### src/rtl/dls_pkg.sv
package dls_pkg;
    typedef enum logic [1:0] {
        S_IDLE  = 2'd0,
        S_PROBE = 2'd1,
        S_WAKE  = 2'd2,
        S_RECMP = 2'd3
    } seq_state_e;
endpackage

### src/rtl/dls_tag_match.sv
module dls_tag_match #(
    parameter int NUM_WAYS = 4,
    parameter int TAG_W    = 8,
    parameter int WAY_W    = 2
) (
    input  logic [TAG_W-1:0]          key,
    input  logic [NUM_WAYS*TAG_W-1:0] tags,
    input  logic [NUM_WAYS-1:0]       enable,
    output logic                      any,
    output logic [WAY_W-1:0]          way
);
    logic [NUM_WAYS-1:0] eq;

    for (genvar w = 0; w < NUM_WAYS; w++) begin : g_cmp
        assign eq[w] = enable[w] && (tags[w*TAG_W +: TAG_W] == key);
    end

    // lowest way wins: scan downward so the last assignment is the lowest
    always_comb begin
        any = 1'b0;
        way = '0;
        for (int w = NUM_WAYS - 1; w >= 0; w--) begin
            if (eq[w]) begin
                any = 1'b1;
                way = WAY_W'(w);
            end
        end
    end
endmodule

### src/rtl/dls_way_cmd.sv
module dls_way_cmd #(
    parameter int NUM_WAYS = 4,
    parameter int WAY_W    = 2
) (
    input  logic                issue_wake,
    input  logic                issue_sleep,
    input  logic [NUM_WAYS-1:0] woken,
    input  logic [WAY_W-1:0]    keep_way,
    output logic [NUM_WAYS-1:0] wake_cmd,
    output logic [NUM_WAYS-1:0] sleep_cmd
);
    assign wake_cmd = issue_wake ? woken : '0;

    for (genvar w = 0; w < NUM_WAYS; w++) begin : g_sleep
        assign sleep_cmd[w] = issue_sleep && woken[w] && (keep_way != WAY_W'(w));
    end
endmodule

### src/rtl/drowsy_lookup_seq.sv
module drowsy_lookup_seq
    import dls_pkg::*;
#(
    parameter int NUM_WAYS = 4,
    parameter int IDX_W    = 4,
    parameter int TAG_W    = 8,
    localparam int WAY_W   = (NUM_WAYS > 1) ? $clog2(NUM_WAYS) : 1
) (
    input  logic                      clk,
    input  logic                      rst_n,
    input  logic                      req_valid,
    output logic                      req_ready,
    input  logic [IDX_W-1:0]          req_idx,
    input  logic [TAG_W-1:0]          req_tag,
    input  logic                      req_write,
    output logic [IDX_W-1:0]          set_idx,
    input  logic [NUM_WAYS-1:0]       way_drowsy,
    input  logic [NUM_WAYS*TAG_W-1:0] way_tags,
    input  logic [WAY_W-1:0]          repl_way,
    output logic                      resp_valid,
    output logic                      resp_hit,
    output logic [WAY_W-1:0]          resp_way,
    output logic                      resp_write,
    output logic [NUM_WAYS-1:0]       wake_cmd,
    output logic [NUM_WAYS-1:0]       sleep_cmd
);
    seq_state_e          state_q, state_d;
    logic [IDX_W-1:0]    idx_q;
    logic [TAG_W-1:0]    tag_q;
    logic                wr_q;
    logic [NUM_WAYS-1:0] woken_q;
    logic [NUM_WAYS-1:0] match_en;
    logic                m_any;
    logic [WAY_W-1:0]    m_way;
    logic                all_awake;
    logic                issue_wake, issue_sleep;

    // probe compares awake ways only; recompare sees every way
    assign match_en  = (state_q == S_RECMP) ? {NUM_WAYS{1'b1}} : ~way_drowsy;
    assign all_awake = (way_drowsy == '0);

    dls_tag_match #(
        .NUM_WAYS (NUM_WAYS),
        .TAG_W    (TAG_W),
        .WAY_W    (WAY_W)
    ) u_match (
        .key    (tag_q),
        .tags   (way_tags),
        .enable (match_en),
        .any    (m_any),
        .way    (m_way)
    );

    // next-state logic
    always_comb begin
        state_d = state_q;
        unique case (state_q)
            S_IDLE:  if (req_valid) state_d = S_PROBE;
            S_PROBE: state_d = (m_any || all_awake) ? S_IDLE : S_WAKE;
            S_WAKE:  state_d = S_RECMP;
            S_RECMP: state_d = S_IDLE;
        endcase
    end

    // state and request registers
    always_ff @(posedge clk or negedge rst_n) begin
        if (!rst_n) begin
            state_q <= S_IDLE;
            idx_q   <= '0;
            tag_q   <= '0;
            wr_q    <= 1'b0;
            woken_q <= '0;
        end else begin
            state_q <= state_d;
            if (state_q == S_IDLE && req_valid) begin
                idx_q <= req_idx;
                tag_q <= req_tag;
                wr_q  <= req_write;
            end
            if (state_q == S_PROBE) woken_q <= way_drowsy;
        end
    end

    // outputs
    always_comb begin
        req_ready   = 1'b0;
        resp_valid  = 1'b0;
        resp_hit    = 1'b0;
        resp_way    = m_any ? m_way : repl_way;
        issue_wake  = 1'b0;
        issue_sleep = 1'b0;
        unique case (state_q)
            S_IDLE:  req_ready = 1'b1;
            S_PROBE: begin
                resp_valid = m_any || all_awake;
                resp_hit   = m_any;
            end
            S_WAKE:  issue_wake = 1'b1;
            S_RECMP: begin
                resp_valid  = 1'b1;
                resp_hit    = m_any;
                issue_sleep = 1'b1;
            end
        endcase
    end

    assign set_idx    = idx_q;
    assign resp_write = wr_q;

    dls_way_cmd #(
        .NUM_WAYS (NUM_WAYS),
        .WAY_W    (WAY_W)
    ) u_cmd (
        .issue_wake  (issue_wake),
        .issue_sleep (issue_sleep),
        .woken       (woken_q),
        .keep_way    (resp_way),
        .wake_cmd    (wake_cmd),
        .sleep_cmd   (sleep_cmd)
    );

    // a probe-cycle hit never names a way flagged drowsy
    p_probe_awake_only_r4: assert property (@(posedge clk) disable iff (!rst_n)
        (state_q == S_PROBE && resp_valid && resp_hit) |-> !way_drowsy[resp_way]);

    // no response while waking
    p_wake_no_resp_r6: assert property (@(posedge clk) disable iff (!rst_n)
        (wake_cmd != '0) |-> !resp_valid);

    // a wake cycle is always followed by a response
    p_wake_then_resp_r7: assert property (@(posedge clk) disable iff (!rst_n)
        (wake_cmd != '0) |=> resp_valid);

    // sleep only together with a response
    p_sleep_in_resp_r8: assert property (@(posedge clk) disable iff (!rst_n)
        (sleep_cmd != '0) |-> resp_valid);

    // only ways woken in the previous cycle are put back to sleep
    p_sleep_from_woken_r8: assert property (@(posedge clk) disable iff (!rst_n)
        (sleep_cmd != '0) |-> ((sleep_cmd & ~$past(wake_cmd)) == '0));

    // ready comes back right after any response
    p_ready_after_resp_r2: assert property (@(posedge clk) disable iff (!rst_n)
        resp_valid |=> req_ready);

    // the array index stays put while a lookup is running
    p_idx_hold_r11: assert property (@(posedge clk) disable iff (!rst_n)
        !req_ready |=> $stable(set_idx));
endmodule

### config.mk
export PLATFORM = sky130hd
export DESIGN_NAME = drowsy_lookup_seq
export DESIGN_NICKNAME = d
export VERILOG_FILES = /design/src/rtl/dls_pkg.sv /design/src/rtl/dls_tag_match.sv /design/src/rtl/dls_way_cmd.sv /design/src/rtl/drowsy_lookup_seq.sv
export SDC_FILE = /design/constraint.sdc
export NUM_CORES = 1
export LEC_CHECK = 0
export BUFFER_PORTS_ARGS = -buffer_cell sky130_fd_sc_hd__buf_2
export CAP_MARGIN = 25
export CORE_MARGIN = 4
export CORE_UTILIZATION = 35
export DETAILED_ROUTE_END_ITERATION = 6
export GPL_TIMING_DRIVEN = 0
export PLACE_DENSITY = 0.63
export SLEW_MARGIN = 10
export SYNTH_ARGS = -nofsm -noshare
export SYNTH_HDL_FRONTEND = slang
export SYNTH_SLANG_ARGS = --single-unit
### constraint.sdc
create_clock -name clk -period 7.9 [get_ports clk]
set_input_delay 2.37 -clock clk [delete_from_list [all_inputs] [get_ports clk]]
set_output_delay 2.37 -clock clk [all_outputs]
set_load 0.02 [all_outputs]
[Word level (Yosys, flattened, before mapping)]
Index checks and enable logic that the tools add are counted.
Cells by class
  add/sub/neg operators: 0
  multipliers: 0
  divide/modulo/power cells: 0
  order comparisons: 0
  equality and inequality tests: 11
  shifts and indexed selects: 0
  muxes and demuxes: 19
  bitwise logic cells: 1
  reductions and logical operators: 18
Operators by type and width (count)
  8-bit equality test: 4
  2-bit two-way mux: 7
  1-bit logical AND: 13
  1-bit two-way mux: 8
  4-bit two-way mux: 2
  2-bit one-hot mux with 4 select lines: 1
  2-bit != test, second input constant: 3
  2-bit equality test, second input constant: 2
  4-bit logical NOT: 1
  4-bit inverter: 1
  2-bit by 1-bit equality test with 1-bit output, second input constant: 1
  2-bit logical NOT: 1
  2-bit by 1-bit != test with 1-bit output, second input constant: 1
  1-bit one-hot mux with 2 select lines: 1
  2-bit nonzero test: 1
  2-bit OR reduction: 1
  1-bit logical OR: 1
Storage, ports and cells
  bits in registers: 19
  latch bits: 0
  bits in writable memories: 0
  bits in read-only memories: 0
  input bits: 54
  output and inout port bits: 18
  memories: 0

[Depth between registers and ports, before layout]
Gate-level depths: netlist of run 1.
  depth after elaboration: 10
  gate-level depth with buffers: 8
  gate-level depth less buffers: 7

[Cells and area by module]
Synthesis of run 1 repeated with hierarchy kept, for this count alone.
Second synthesis, totals
  cells, all modules: 130
  area total of the unflattened synthesis: 1372.6 um^2
By module, submodules not included
  drowsy_lookup_seq: times used 1, cells each 56, area an instance 800.8 um^2, sequential area each 475.5 um^2
  dls_tag_match: times used 1, cells each 63, area an instance 505.5 um^2, sequential area each 0.0 um^2
  dls_way_cmd: times used 1, cells each 11, area an instance 66.3 um^2, sequential area each 0.0 um^2

[Least setup slack after synthesis of run 1]
OpenSTA, ideal clock, no wires.
  path type: input to output
  start point: input way_tags[13]
  end point: output sleep_cmd[2]
  data arrival time: 3591 ps
  path slack: 1939 ps
  cell stages on the path: 7
  path buffers: 0
  cell sequence: xor2_1 -> nor4_1 -> nand3_1 -> and2_4 -> o21ai_4 -> inv_4 -> a21oi_1
Between the ends
  word-level cells in the longest chain between the ends: 7
  elaborated cells between the ends (all ways): 9
Ends and longest elaborated chain
  start: declaration: line drowsy_lookup_seq.sv:18  | input logic [NUM_WAYS*TAG_W-1:0] way_tags,
  8-bit equality test (*): line dls_tag_match.sv:15  | assign eq[w] = enable[w] && (tags[w*TAG_W +: TAG_W] == key);
  1-bit logical AND (*): line dls_tag_match.sv:15
  2-bit two-way mux / 1-bit two-way mux (equally long branches) (2 in series): line dls_tag_match.sv:23  | if (eq[w]) begin
  2-bit two-way mux (*): line drowsy_lookup_seq.sv:89  | resp_way = m_any ? m_way : repl_way;
  named net resp_way[1]: line drowsy_lookup_seq.sv:22  | output logic [WAY_W-1:0] resp_way,
  2-bit != test (*): line dls_way_cmd.sv:15  | assign sleep_cmd[w] = issue_sleep && woken[w] && (keep_way != WAY_W'(w));
  1-bit logical AND (*): line dls_way_cmd.sv:15
  end: declaration: line drowsy_lookup_seq.sv:25  | output logic [NUM_WAYS-1:0] sleep_cmd
Mark *: on every way through the listed nets, which the timed path passes. The rest lies on a longest branch.

[Worst setup path in the final report of run 1]
  start point: input way_tags[6]
  end point: output sleep_cmd[1]
Between the ends
  word-level cells in the longest chain between the ends: 6
  elaborated cells between the ends (all ways): 7
Ends and longest elaborated chain (line)
  8-bit equality test (*): dls_tag_match.sv:15
  1-bit logical AND (*): dls_tag_match.sv:15
  2-bit two-way mux / 1-bit two-way mux (equally long branches): dls_tag_match.sv:23
  2-bit two-way mux (*): drowsy_lookup_seq.sv:89
  2-bit by 1-bit != test with 1-bit output (*): dls_way_cmd.sv:15
  1-bit logical AND (*): dls_way_cmd.sv:15
Every way passes the cells marked *; elsewhere a longest branch is shown, timed or not.

==> results of run 1 <==
-- per-layer routing --
layer	vias to the layer above	wire length (µm)	GRT usage [%]
li1	569	-	-
met1	506	1400	17.4
met2	42	1540	22.8
met3	4	285	3.57
met4	0	35	4.38
met5	-	0	0
-- path summary, 6_finish.rpt --
path / cells after the start / from / endpoint
setup / recovery: 9 / way_tags[6] / sleep_cmd[1]
hold / removal: 1 / set_idx[1]$_DFFE_PN0P_ / set_idx[1]$_DFFE_PN0P_
setup reg to reg: 7 / tag_q[6]$_DFFE_PN0P_ / flop
hold reg to reg: 1 / set_idx[1]$_DFFE_PN0P_ / set_idx[1]$_DFFE_PN0P_
max in group asynchronous: 1 / rst_n / tag_q[1]$_DFFE_PN0P_
min in group asynchronous: 1 / rst_n / tag_q[7]$_DFFE_PN0P_
-- cell type report --
class | instances | area, µm²
Inverter | 3 | 13.8
Multi-Input combinational cell | 92 | 737
Clock inverter | 1 | 5.00
Sequential cell | 19 | 475
Timing Repair Buffer | 71 | 355
Tap cell | 46 | 57.6
Fill cell | 332 | 1690
Buffer | 11 | 67.6
Clock buffer | 3 | 41.3
-- power breakdown --
part	internal [W]	switching, W
sequential	0.000147	0.0000205
clock	0.0000350	0.0000310
combinational	0.000164	0.000194
-- logic make-up (layout without fill, tap and decap cells) --
family	after synthesis	after routing
flip-flops	19	19
AND/OR/NAND/NOR	32	32
AO/OA/AOI/OAI	11	11
buffers and inverters	14	89
XOR/XNOR	32	32
multiplexers	17	17
-- layout by cell type, fill, tap and decap left out --
cell type,count
nand2b_1,1
o2111a_1,2
and2_1,5
nand4_1,1
a21oi_1,6
mux2_2,17
nand3_1,6
nor2_1,4
clkbuf_8,3
xor2_1,32
inv_4,1
nor3_1,4
nor2b_1,1
o21ai_4,1
o221ai_2,1
dfrtp_1,19
buf_2,80
clkinv_2,1
and2_0,1
o31a_1,1
buf_6,2
nand2_1,3
and2_4,1
inv_1,2
nor4_1,5
-- worst reg2reg max path, stage by stage, from the launching register on --
cell and delay [ps]:
dfrtp_1 360, buf_2 160, xor2_1 160, nor4_1 390, nand3_1 210, nand4_1 150, o31a_1 190, nor2_1 50
-- registers in the layout (all words and copies together), names as in the netlist, named ones only --
register,flops
tag_q,8
set_idx,4
woken_q,4
resp_write,1
state_q,1
-- stage by stage --
stage	util, %	cells	worst slack (ps)	total power (W)	hold slack [ps]
after CTS	50.9	246	1610	0.000601	514
after floorplan	-	125	1940	0.000437	494
after detailed placement	49.6	242	1610	0.000533	491
final	50.9	246	1610	0.000592	512
after global placement	49.6	242	1660	0.000521	486
after global routing	50.9	246	1550	0.000644	539
==> impl_metrics.ini, run 1 <==
[setup_path]
crit_fanout = 3
endpoint_kind = primary output
path_class = in2out
crit_chain = buf_2 -> xor2_1 -> nor4_1 -> nand3_1 -> and2_4 -> o21ai_4 -> inv_4 -> o2111a_1 -> buf_2
crit_slowest_cell = nor4_1
max_stage_delay_ps = 390
rrSetupSlack_ps = 6130
cp.required_ps = 5530
crit_family = simple AND/OR/NAND/NOR gates
critical_path.most_common_cell = buf_2
worstPathArrival_ps = 3920
startpoint_type = primary input
path_buf_inv = 3

[detailed_routing]
final_antenna_net_count = 0
wl_per_cell_um = 13.3
drt_iter0_drc = 20
vias_per_cell = 4.56
dr.pass1.iters = 2
wl_mm = 3.26
vias = 1121
route.detailed.drc = 0

[sta]
relSlewSlack_pct = 71.8
setup-tns-final_ps = 0
period_needed_ps = 6290
fin_skew_ps = 2.67
worst_slew_pin_slew_ps = 422
slew_violations = 0
max_freq_mhz = 159
fin_crit_sh_pct = 79.7
rsz0062_at_grt = false
hold_viol_final = 0
final-setup-viol-count = 0

[grt]
antenna_found_initial = 0
grt_max_degree = 20
grt_pass1_wl_mm = 4.82
grt_use_total_pct = 13.7
first_global_vias = 1102
gr-total-overflow = 0

[placement]
post_dp_cell_area_um2 = 1710
dp_hpwl_mm = 2.82
gp_congestion = 0.930
io_buffers = 71

[cts]
cts-root-buf = clkbuf_8
clock_latency_ps = 250
postCtsSetupBuffers = 0
cts_hold_buf = 0
cts_tree = done
cts_resized = 0
cts_buffer_depth = 2
cts_sinks = 19
clk_pin_slew_ps = 70
htree_levels = 1
cts-buffers-inserted = 3

[synthesis]
synthAdderAreaFrac_pct = 0
ys_async_sr_fraction_pct = 100
synth_top_area_share_pct = 36.8
synth-simple-area-share_pct = 13.3
syn-cell-area_um2 = 1290
synth_edf_count = 0
ys_seq_elements = 19
synthesis.nets = 179
synthXorXnorAreaFrac_pct = 21.7
synth_cell_type_count = 23
synth_most_common_cell = xor2_1
synthMuxAreaShare_pct = 14.8
ys_seq_area_share_pct = 36.8
ys.flop_type = dfrtp_1
yosys_warnings = 0
synth_top_family_by_area = XOR/XNOR gates
yosys-top-cells-count = 32 x xor2_1, 19 x dfrtp_1, 17 x mux2_2, 9 x buf_2
synth_top_area_cell = dfrtp_1
yosys-top-cells-area = dfrtp_1 37%, xor2_1 22%, mux2_2 15%, buf_2 3.5%, and2_1 2.4%
synth_cells = 125
synth_compound_area_share_pct = 7.16
avgSynthCellArea_um2 = 10.3

[floorplanning]
die_area_um2 = 4730
start_util_pct = 37.6
dieWidth_um = 68.8
core_area_um2 = 3440
core.rowCount = 21
ios = 72
die_height_um = 68.8

[power_and_ir_drop]
leakagePower_nw = 0.912
power.density_nw_per_um2 = 338
ir_drop_mv = 0.172

[final_layout]
n_antenna_cell = 0
area_growth_pct = 35.5
nets = 255
final_area_um2 = 1750
final_layout_size_suffix_gt1_share_pct = 53.5

[worst_hold_path]
hold_path_class = reg2reg

[job]
max_cap_viol_count = 0

[outcome]
status = completed
No activity file was read; power rests on OpenSTA's default activity.
==> run 2, diff against run 1 <==
--- a/config.mk
+++ b/config.mk
@@ -5,13 +5,14 @@
 export SDC_FILE = /design/constraint.sdc
 export NUM_CORES = 1
 export LEC_CHECK = 0
+export ABC_AREA = 1
 export BUFFER_PORTS_ARGS = -buffer_cell sky130_fd_sc_hd__buf_2
 export CAP_MARGIN = 25
 export CORE_MARGIN = 4
 export CORE_UTILIZATION = 35
 export DETAILED_ROUTE_END_ITERATION = 6
 export GPL_TIMING_DRIVEN = 0
-export PLACE_DENSITY = 0.63
+export PLACE_DENSITY = 0.6
 export SLEW_MARGIN = 10
 export SYNTH_ARGS = -nofsm -noshare
 export SYNTH_HDL_FRONTEND = slang
==> constraint.sdc (replaced) <==
create_clock -name clk -period 5.9 [get_ports clk]
set_input_delay 1.77 -clock clk [delete_from_list [all_inputs] [get_ports clk]]
set_output_delay 1.77 -clock clk [all_outputs]
set_load 0.02 [all_outputs]
==> run 2 against run 1 <==
Against the previous run:
- worst hold slack hardly changed
- non-clock buffer count is 3 lower
- setup slack got worse by 380 ps
- die area is 16% higher
- sequential share of layout area fell by 3.2 points
- core utilization fell by 2.6 points
- sequential power is 40% higher
==> impl_metrics.ini, run 2 <==
[outcome]
status = completed

[cts]
cts_buffer_depth = 2
cts_hold_buf = 0
clk_pin_slew_ps = 80
cts_sinks = 19
clock_latency_ps = 260
cts_resized = 0
htree_levels = 1
cts-root-buf = clkbuf_8
cts_tree = done
postCtsSetupBuffers = 0
cts-buffers-inserted = 3

[sta]
whs_ps = 512
setup-tns-final_ps = 0
relSlewSlack_pct = 68.7
period_needed_ps = 4680
final-setup-viol-count = 0
fin_skew_ps = 3.96
fin_crit_sh_pct = 79.2
slew_violations = 0
rsz0062_at_grt = false
worst_slew_pin_slew_ps = 470
max_freq_mhz = 214
hold_viol_final = 0

[power_and_ir_drop]
combPwrFrac_pct = 61.1
p_total_w = 0.000848
ir_drop_mv = 0.163
internal_power_w = 0.000450
swShare_pct = 47.0
leakagePower_nw = 1.15
switchingPower_w = 0.000399
power.share.sequential_pct = 27.7
clkPwrFrac_pct = 11.1
power.density_nw_per_um2 = 427

[setup_path]
r2r-start = state_q[0]$_DFFE_PN0P_
endpoint_kind = primary output
critical_path.most_common_cell = nand2_1
max_stage_delay_ps = 170
worstPathArrival_ps = 2900
cp.required_ps = 4130
crit_fanout = 3
crit_family = simple AND/OR/NAND/NOR gates
startpoint_type = primary input
path_class = in2out
crit_chain = buf_2 -> inv_1 -> nand2_1 -> nand2_1 -> nor2_1 -> nand2_1 -> nor2_2 -> nor2_1 -> nand3_2 -> nand2_2 -> a21oi_2 -> buf_2
path_buf_inv = 3
critPathLaunch = way_tags[28]
crit_slowest_cell = buf_2

[worst_hold_path]
hp-start = set_idx[1]$_DFFE_PN0P_
hold_path_class = reg2reg

[synthesis]
synthesis.nets = 279
avgSynthCellArea_um2 = 6.78
synth_most_common_cell = nand2_1
ys_seq_area_share_pct = 31.1
ys.flop_type = dfrtp_1
synth_edf_count = 0
yosys_warnings = 0
ys_async_sr_fraction_pct = 100
yosys-top-cells-count = 55 x nand2_1, 35 x nor2_1, 31 x inv_1, 19 x dfrtp_1, 14 x xor2_1
ys_seq_elements = 19
yosys-top-cells-area = dfrtp_1 31%, nand2_1 14%, nor2_1 8.6%, xor2_1 8.0%, inv_1 7.6%
synth_top_area_share_pct = 31.1
synth_top_area_cell = dfrtp_1
synth_cell_type_count = 23
synth_cells = 225
syn-cell-area_um2 = 1530

[grt]
grt_max_degree = 20
grt_pass1_wl_mm = 6.02
antenna_found_initial = 0
gr-total-overflow = 0
first_global_vias = 1435
grt_use_total_pct = 14.2

[floorplanning]
die_area_um2 = 5480
dieWidth_um = 74.0
ios = 72
die_height_um = 74.0
core_area_um2 = 4120
start_util_pct = 37.1
core.rowCount = 23

[placement]
gp_congestion = 0.801
placedCellCount = 346
io_buffers = 71
post_dp_cell_area_um2 = 1940
dp_hpwl_mm = 3.15

[final_layout]
final_layout_size_suffix_gt1_share_pct = 38.7
layout_commonest_cell = buf_2
area_growth_pct = 30.3
instances_no_fill = 350
top_register = tag_q
layout_common_cells = 72 x buf_2, 55 x nand2_1, 35 x nor2_1
largest_reg_flops = 8
n_antenna_cell = 0
final_area_um2 = 1990
nets = 355

[detailed_routing]
drt_iter0_drc = 33
vias = 1499
route.detailed.drc = 0
wl_per_cell_um = 10.6
final_antenna_net_count = 0
dr.pass1.iters = 4
vias_per_cell = 4.28
wl_mm = 3.71

[job]
max_cap_viol_count = 0
run 2: metal layers:
layer / vias to the layer above / track usage, % / part of all wire (%)
li1: 821 / - / -
met1: 630 / 17.9 / 45
met2: 44 / 24.6 / 48
met3: 4 / 2.70 / 6.5
met4: 0 / 4.23 / 0.92
met5: - / 0 / 0
run 2: area by class of cell:
class	instances	area, µm²
inverters	36	135
clock buffers	4	45.0
flip-flops and latches	19	475
plain buffers	8	50.0
multi-input cells	162	866
fillers	454	2130
well taps	50	62.6
repair buffers	71	355
run 2: power by group through the flow:
stage,Combinational [W],Clock [W],Sequential (W)
final,0.000519,0.0000946,0.000235
after floorplan,0.000375,0,0.000254
after global placement,0.000521,0,0.000236
after detailed placement,0.000528,0,0.000239
after CTS,0.000529,0.0000997,0.000236
after global routing,0.000595,0.000104,0.000245
run 2: final timing paths:
path,to,slack [ps],cells after the start
setup / recovery,sleep_cmd[1],1230,12
hold / removal,set_idx[1]$_DFFE_PN0P_,510,1
setup reg to reg,flop,4390,10
hold reg to reg,set_idx[1]$_DFFE_PN0P_,510,1
max in group asynchronous,set_idx[3]$_DFFE_PN0P_,4120,1
min in group asynchronous,tag_q[5]$_DFFE_PN0P_,1460,1
run 2: cells by family (layout without fill, tap and decap cells):
group	count (synthesis)	in the layout	share of synthesized area (%)
DFF	19	19	31.1
AOI/OAI and AO/OA	15	15	5.90
and+or+nand+nor	122	122	35.5
muxes	6	6	4.43
xor gates and xnor gates	19	19	10.9
buffers and inverters	44	119	12.1
run 2: metrics by stage:
step | utilization, % | setup slack (ps)
finish | 48.3 | 1230
floorplan | - | 1390
detailed placement | 47.2 | 1220
global placement | 47.2 | 1230
CTS | 48.3 | 1220
global route | 48.3 | 1020
